File: config.mk
export PLATFORM = sky130hd
export DESIGN_NAME = resv_monitor
export DESIGN_NICKNAME = d
export VERILOG_FILES = /design/src/rtl/resv_pkg.sv /design/src/rtl/resv_granule_cmp.sv /design/src/rtl/resv_fsm.sv /design/src/rtl/resv_outcome.sv /design/src/rtl/resv_monitor.sv
export SDC_FILE = /design/constraint.sdc
export NUM_CORES = 1
export LEC_CHECK = 0
export BUFFER_PORTS_ARGS = -buffer_cell sky130_fd_sc_hd__buf_2
export CORE_UTILIZATION = 40
export CTS_CLUSTER_DIAMETER = 200
export CTS_CLUSTER_SIZE = 25
export DETAILED_ROUTE_END_ITERATION = 8
export PLACE_DENSITY = 0.84
export SLEW_MARGIN = 20
export SYNTH_ARGS = -nofsm -noshare
export SYNTH_HDL_FRONTEND = slang
export SYNTH_SLANG_ARGS = --single-unit
File: constraint.sdc
create_clock -name clk -period 2 [get_ports clk]
set_clock_uncertainty 0.2 [all_clocks]
set_input_delay 0.4 -clock clk [delete_from_list [all_inputs] [get_ports clk]]
set_output_delay 0.4 -clock clk [all_outputs]
set_load 0.01 [all_outputs]
File: src/rtl/resv_pkg.sv
package resv_pkg;

    typedef enum logic [0:0] {
        NO_RESV   = 1'b0,
        RESV_HELD = 1'b1
    } resv_state_e;

    // bit positions inside the condition field
    localparam int CR_LT = 3;
    localparam int CR_GT = 2;
    localparam int CR_EQ = 1;
    localparam int CR_SO = 0;
    localparam int CR_W  = 4;

    // number of granule watchers (remote snoop, local store)
    localparam int N_WATCH = 2;

endpackage

File: src/rtl/resv_granule_cmp.sv
module resv_granule_cmp #(
    parameter int AW   = 32,
    parameter int GLSB = 5
) (
    input  logic          req,
    input  logic [AW-1:0] addr,
    input  logic [AW-1:0] ref_addr,
    input  logic          held,
    output logic          hit
);
    localparam logic [AW-1:0] GMASK = {{(AW-GLSB){1'b1}}, {GLSB{1'b0}}};

    always_comb begin
        hit = req && held && (((addr ^ ref_addr) & GMASK) == '0);
    end
endmodule

File: src/rtl/resv_fsm.sv
module resv_fsm
    import resv_pkg::*;
#(
    parameter int AW = 32
) (
    input  logic          clk,
    input  logic          rst_n,
    input  logic          lr_req,
    input  logic [AW-1:0] lr_addr,
    input  logic          sc_req,
    input  logic          kill,
    input  logic          trap_evt,
    output logic          held,
    output logic [AW-1:0] resv_addr
);
    resv_state_e   state_q, state_d;
    logic [AW-1:0] addr_q, addr_d;

    // state register
    always_ff @(posedge clk) begin
        if (!rst_n) begin
            state_q <= NO_RESV;
            addr_q  <= '0;
        end else begin
            state_q <= state_d;
            addr_q  <= addr_d;
        end
    end

    // next-state logic
    always_comb begin
        state_d = state_q;
        addr_d  = addr_q;
        unique case (state_q)
            NO_RESV: begin
                if (lr_req) begin            // RESERVE
                    state_d = RESV_HELD;
                    addr_d  = lr_addr;
                end
            end
            RESV_HELD: begin
                if (lr_req) begin            // RELOAD (wins over a same-cycle snoop)
                    state_d = RESV_HELD;
                    addr_d  = lr_addr;
                end else if (sc_req) begin   // CONSUME, pass or fail
                    state_d = NO_RESV;
                end else if (kill) begin     // KILL by snoop or local store
                    state_d = NO_RESV;
                end else if (trap_evt) begin // traps keep the reservation
                    state_d = RESV_HELD;
                end
            end
            default: state_d = NO_RESV;
        endcase
    end

    assign held      = (state_q == RESV_HELD);
    assign resv_addr = addr_q;
endmodule

File: src/rtl/resv_outcome.sv
module resv_outcome
    import resv_pkg::*;
#(
    parameter int AW   = 32,
    parameter int WLSB = 2
) (
    input  logic            clk,
    input  logic            rst_n,
    input  logic            sc_req,
    input  logic [AW-1:0]   sc_addr,
    input  logic [AW-1:0]   resv_addr,
    input  logic            held,
    input  logic            kill,
    input  logic            so_flag,
    output logic            mem_we,
    output logic            cr_vld,
    output logic [CR_W-1:0] cr_fld
);
    localparam logic [AW-1:0] WMASK = {{(AW-WLSB){1'b1}}, {WLSB{1'b0}}};

    logic word_eq;
    logic pass;

    always_comb begin
        word_eq = (((sc_addr ^ resv_addr) & WMASK) == '0);
        pass    = sc_req && held && word_eq && !kill;
    end

    // output process
    always_ff @(posedge clk) begin
        if (!rst_n) begin
            mem_we <= 1'b0;
            cr_vld <= 1'b0;
            cr_fld <= '0;
        end else begin
            mem_we <= pass;
            cr_vld <= sc_req;
            if (sc_req) begin
                cr_fld        <= '0;
                cr_fld[CR_EQ] <= pass;
                cr_fld[CR_SO] <= so_flag;
            end
        end
    end
endmodule

File: src/rtl/resv_monitor.sv
module resv_monitor
    import resv_pkg::*;
#(
    parameter int AW   = 32,
    parameter int GLSB = 5,
    parameter int WLSB = 2
) (
    input  logic            clk,
    input  logic            rst_n,
    input  logic            lr_req,
    input  logic [AW-1:0]   lr_addr,
    input  logic            st_req,
    input  logic [AW-1:0]   st_addr,
    input  logic            snp_req,
    input  logic [AW-1:0]   snp_addr,
    input  logic            sc_req,
    input  logic [AW-1:0]   sc_addr,
    input  logic            so_flag,
    input  logic            trap_evt,
    output logic            mem_we,
    output logic            cr_vld,
    output logic [CR_W-1:0] cr_fld,
    output logic            resv_valid
);
    logic                held;
    logic [AW-1:0]       resv_addr;
    logic [N_WATCH-1:0]  w_req;
    logic [AW-1:0]       w_addr [N_WATCH];
    logic [N_WATCH-1:0]  w_hit;
    logic                kill;

    assign w_req[0]  = snp_req;
    assign w_addr[0] = snp_addr;
    assign w_req[1]  = st_req;
    assign w_addr[1] = st_addr;

    for (genvar g = 0; g < N_WATCH; g++) begin : g_watch
        resv_granule_cmp #(.AW(AW), .GLSB(GLSB)) u_cmp (
            .req      (w_req[g]),
            .addr     (w_addr[g]),
            .ref_addr (resv_addr),
            .held     (held),
            .hit      (w_hit[g])
        );
    end

    assign kill = |w_hit;

    resv_fsm #(.AW(AW)) u_fsm (
        .clk       (clk),
        .rst_n     (rst_n),
        .lr_req    (lr_req),
        .lr_addr   (lr_addr),
        .sc_req    (sc_req),
        .kill      (kill),
        .trap_evt  (trap_evt),
        .held      (held),
        .resv_addr (resv_addr)
    );

    resv_outcome #(.AW(AW), .WLSB(WLSB)) u_out (
        .clk       (clk),
        .rst_n     (rst_n),
        .sc_req    (sc_req),
        .sc_addr   (sc_addr),
        .resv_addr (resv_addr),
        .held      (held),
        .kill      (kill),
        .so_flag   (so_flag),
        .mem_we    (mem_we),
        .cr_vld    (cr_vld),
        .cr_fld    (cr_fld)
    );

    assign resv_valid = held;
endmodule

After elaboration in Yosys (flattened, before gate mapping)
Cells that the tools add are included.
{"block": "classes", "n_mux": 6, "bitwise": 4, "n_reduce_logical": 12}
{"cell": "32-bit logical NOT", "n": 3}
{"cell": "32-bit bitwise XOR", "n": 3}
{"cell": "32-bit two-way mux", "n": 1}
{"cell": "1-bit logical AND", "n": 7}
{"cell": "1-bit two-way mux", "n": 4}
{"cell": "1-bit case mux with 2 select lines", "n": 1}
{"cell": "2-bit OR reduction", "n": 1}
{"cell": "1-bit logical NOT", "n": 1}
{"cell": "1-bit inverter", "n": 1}
{"block": "totals", "ff_bits": 37, "output_inout_bits": 7, "word_cells": 27}

Logic depth before layout (Yosys ltp)
{"block": "logic_depth", "depth_word": 8, "mapped_depth": 5, "depth_no_buf": 5}

Cells and area by module
Synthesis repeated with hierarchy kept, for this count alone.
{"block": "unflattened", "cells_unflattened": 238, "area_unflattened_um2": 2394.8}
{"mod": "resv_fsm", "instances": 1, "cells_per_inst": 107, "area_per_inst_um2": 1278.7}
{"mod": "resv_granule_cmp", "instances": 2, "cells_per_inst": 37, "area_per_inst_um2": 302.8}
{"mod": "resv_outcome", "instances": 1, "cells_per_inst": 56, "area_per_inst_um2": 504.2}
{"mod": "resv_monitor", "instances": 1, "cells_per_inst": 1, "area_per_inst_um2": 6.3}

Worst setup path before layout
Ideal clock, no wire load.
{"block": "synth_timing", "path_kind": "input to register", "from": "input port sc_addr[12]", "to": "register u_out.cr_fld[1]", "arrival_ps": 1541, "required_time_ps": 1744, "setup_slack_ps": 202, "stages": 5, "n_path_buf": 0, "path_cell_list": "xnor2_1 nand4_1 or4_1 nor4_2 a21o_2"}
{"block": "synth_via", "elab_chain_cells": 4}
{"element": "from (decl)", "line": "resv_monitor.sv:17", "source": "input logic [AW-1:0] sc_addr,"}
{"element": "32-bit bitwise XOR", "line": "resv_outcome.sv:25", "source": "word_eq = (((sc_addr ^ resv_addr) & WMASK) == '0);"}
{"element": "32-bit logical NOT", "line": "resv_outcome.sv:25"}
{"element": "1-bit logical AND (2 in a row)", "line": "resv_outcome.sv:26", "source": "pass = sc_req && held && word_eq && !kill;"}
{"element": "to (signal, indexed assignment)", "line": "resv_outcome.sv:40", "source": "cr_fld[CR_EQ] <= pass;"}
{"element": "to (signal, indexed assignment)", "line": "resv_outcome.sv:41", "source": "cr_fld[CR_SO] <= so_flag;"}
{"element": "to (decl)", "line": "resv_outcome.sv:17", "source": "output logic [CR_W-1:0] cr_fld"}
No other way between the ends.
A chain may end at the register's enable or synchronous reset.

Worst setup path in the final report
{"block": "layout_timing", "from": "register u_fsm.addr_q[22], in the netlist u_fsm.resv_addr[22]", "to": "register u_out.cr_fld[1]"}
{"block": "layout_via", "elab_chain_cells": 6, "elab_cells_between_ends": 12}
{"element": "from (decl)", "line": "resv_fsm.sv:17", "source": "logic [AW-1:0] addr_q, addr_d;"}
{"element": "from (signal assigned)", "line": "resv_fsm.sv:26", "source": "addr_q <= addr_d;"}
{"element": "32-bit bitwise XOR", "line": "resv_granule_cmp.sv:14", "source": "hit = req && held && (((addr ^ ref_addr) & GMASK) == '0);"}
{"element": "32-bit logical NOT", "line": "resv_granule_cmp.sv:14"}
{"element": "1-bit logical AND", "line": "resv_granule_cmp.sv:14"}
{"element": "2-bit OR reduction", "line": "resv_monitor.sv:47", "source": "assign kill = |w_hit;"}
{"element": "1-bit logical NOT", "line": "resv_outcome.sv:26"}
{"element": "1-bit logical AND (*)", "line": "resv_outcome.sv:26"}
Every way passes the cells marked *; elsewhere a longest branch is shown, timed or not.

==> metrics.cfg <==
[power_and_ir_drop]
peakVddDrop_mv=0.2640
power.density_nw_per_um2=588.9
p_leak_nw=1.620

[clocking]
clkSinkCount=35
htreeDepth=2
cts.path.max_buffers=2
cts_tree=done
clkSlewWorstSetupHoldPaths_ns=0.08
cts_root_buf=clkbuf_8
cts_made_buffers=5
clk_latency_ns=0.29

[worst_hold_path]
min_path_type=input pin to flip-flop
hold_depth=3

[timing]
drv_slew=0
fin_crit_ns=1.920
min_period_over_period=0.9602
hold_viol_final=0
max_freq_ghz=0.5207
setup_violations=0
rsz0062_at_grt=false
tns_ns=0
whs_ns=0.1652

[setup_path]
end_kind=flip-flop
rr_worst_depth=6
cp.arrival_ns=1.91
cp.required_ns=1.99
path_max_fanout=4
path_class=flip-flop to flip-flop
startpoint_type=flip-flop

[final_layout]
fillers=464
layoutNonFillerInstCount=441
layout.nets=505
synthToLayoutAreaGrowth_pct=41.03
drive_gt1_frac=0.4135

[placement]
placed_cells=432
dp_hpwl_um=5325
gp_congestion=0.8393
io_buffers=125

[logic_synthesis]
synth-edff-count=0
syn_avg_cell_area_um2=9.675
synthCells=232
yosysUniqueCellTypes=24
yosys.area.top_type_share=0.3122
synth.area.mux_share=0.1382
yosysMostFrequentCell=xor2_1
synthesis.area_um2=2245
synth_seq_area_share=0.3122
synthSimpleGateAreaFrac=0.1828
ys_warn_count=0
synth_common_cells=xor2_1, dfxtp_1, mux2i_1, nor2b_1, xnor2_1
synthXorXnorAreaFrac=0.3278
synthAdderAreaFrac=0
yosys-top-cells-area=dfxtp_1, xor2_1, mux2i_1
ys_ff_latch=35
ys.flop_type=dfxtp_1
synth-async-reset-ratio=0
synth-compound-area-share=0.01505
synth_top_cell_by_area=dfxtp_1
synth_top_family_by_area=XOR/XNOR gates

[die]
io_pins=143
die-height_um=76.91
start_util=0.4259
core_area_um2=5270
die_x_um=76.91
rows=26
dieArea_um2=5915

[global_routing]
antenna_found_initial=0
grt_pass1_vias=2173
grt_max_degree=34
grt-ovfl-total=0
grtUsageTotal=0.2325
grt_pass1_wl_um=10340

[job]
maxCapViolCount=0

[run_status]
outcome=finished, final reports clean

[routing]
ant_nets=0
wirelength_um=6534
drt_iter0_drc=47
wl_per_cell_um=14.82
drc=0
vias=2075
drt-pass1-iter-count=4
via_per_inst=4.705

-- path summary, 6_finish.rpt --
path	startpoint	end	slack, ns
worst min-delay path	lr_addr[4]	u_fsm.resv_addr[4]	0.17
worst min register to register	u_out.cr_fld[0]	u_out.cr_fld[0]	0.33
worst max-delay path	u_fsm.resv_addr[22]	u_out.cr_fld[1]	0.08
worst max register to register	u_fsm.resv_addr[22]	u_out.cr_fld[1]	0.08
-- state kept, by name (all words and copies together), names as in the netlist --
name / count
u_out.mem_we: 1
u_fsm.held: 1
u_out.cr_vld: 1
u_out.cr_fld: 2
u_fsm.resv_addr: 30
-- metrics by stage --
stage	setup WS [ns]	util	area, µm²	power (mW)
after global routing	0.008296	0.6002	3163	1.972
final	0.07958	0.6007	3166	1.864
after floorplan	0.2023	-	2248	1.016
after detailed placement	-0.1372	0.5748	3029	1.229
after CTS	0.02752	0.5976	3149	1.881
after global placement	-0.1530	0.5748	3029	1.218
-- logic make-up after synthesis --
| kind of cell | count (synthesis) |
|---|---|
| compound gates | 4 |
| xor+xnor | 84 |
| buf+inv | 11 |
| flops | 35 |
| mux | 31 |
| other cells | 1 |
| simple gates | 66 |
-- cells in the final DEF (no fill, tap or decap), drive strengths merged, types with 3 or more instances in the layout --
master / n
nand2: 3
buf: 138
xnor2: 18
nor4: 18
nor2b: 31
clkbuf: 5
nand4: 7
dfxtp: 35
xor2: 66
mux2i: 31
-- per-layer routing --
layer,vias up,GRT usage,share of wire
met5,-,0,0
met4,0,0.05769,0.0078
met3,5,0.05357,0.069
met2,82,0.4089,0.48
met1,929,0.2827,0.44
li1,1059,-,-
-- worst max-delay path, stage by stage, from the launching register on --
cell and delay, ns:
dfxtp_2 0.36, xor2_1 0.17, nor4_2 0.39, buf_4 0.17, nand3_1 0.10, o22a_1 0.24, a21o_2 0.19
-- power by group --
group | switching, mW | internal (mW) | leakage, nW
clock network | 0.275 | 0.371 | 0.0581
registers | 0.0545 | 0.737 | 0.290
logic | 0.183 | 0.243 | 1.27
total | 0.513 | 1.35 | 1.62
-- cell type report --
type	count	area, µm²	share of cell area
well taps	70	87.58	0.02767
multi-input cells	187	1516	0.4790
diodes	1	2.502	0.0007905
repair buffers	138	735.7	0.2324
clock inverters	3	43.79	0.01383
inverters	2	7.507	0.002372
clock buffers	5	68.82	0.02174
flip-flops and latches	35	703.2	0.2221
-- what timing repair did --
item	in CTS	in global routing
pin swaps	0	4
endpoints found under the setup margin	2	3
buffers inserted	0	0
hold buffers	0	0
gates resized for setup	2	3
Power figures use the tool's default switching activity.
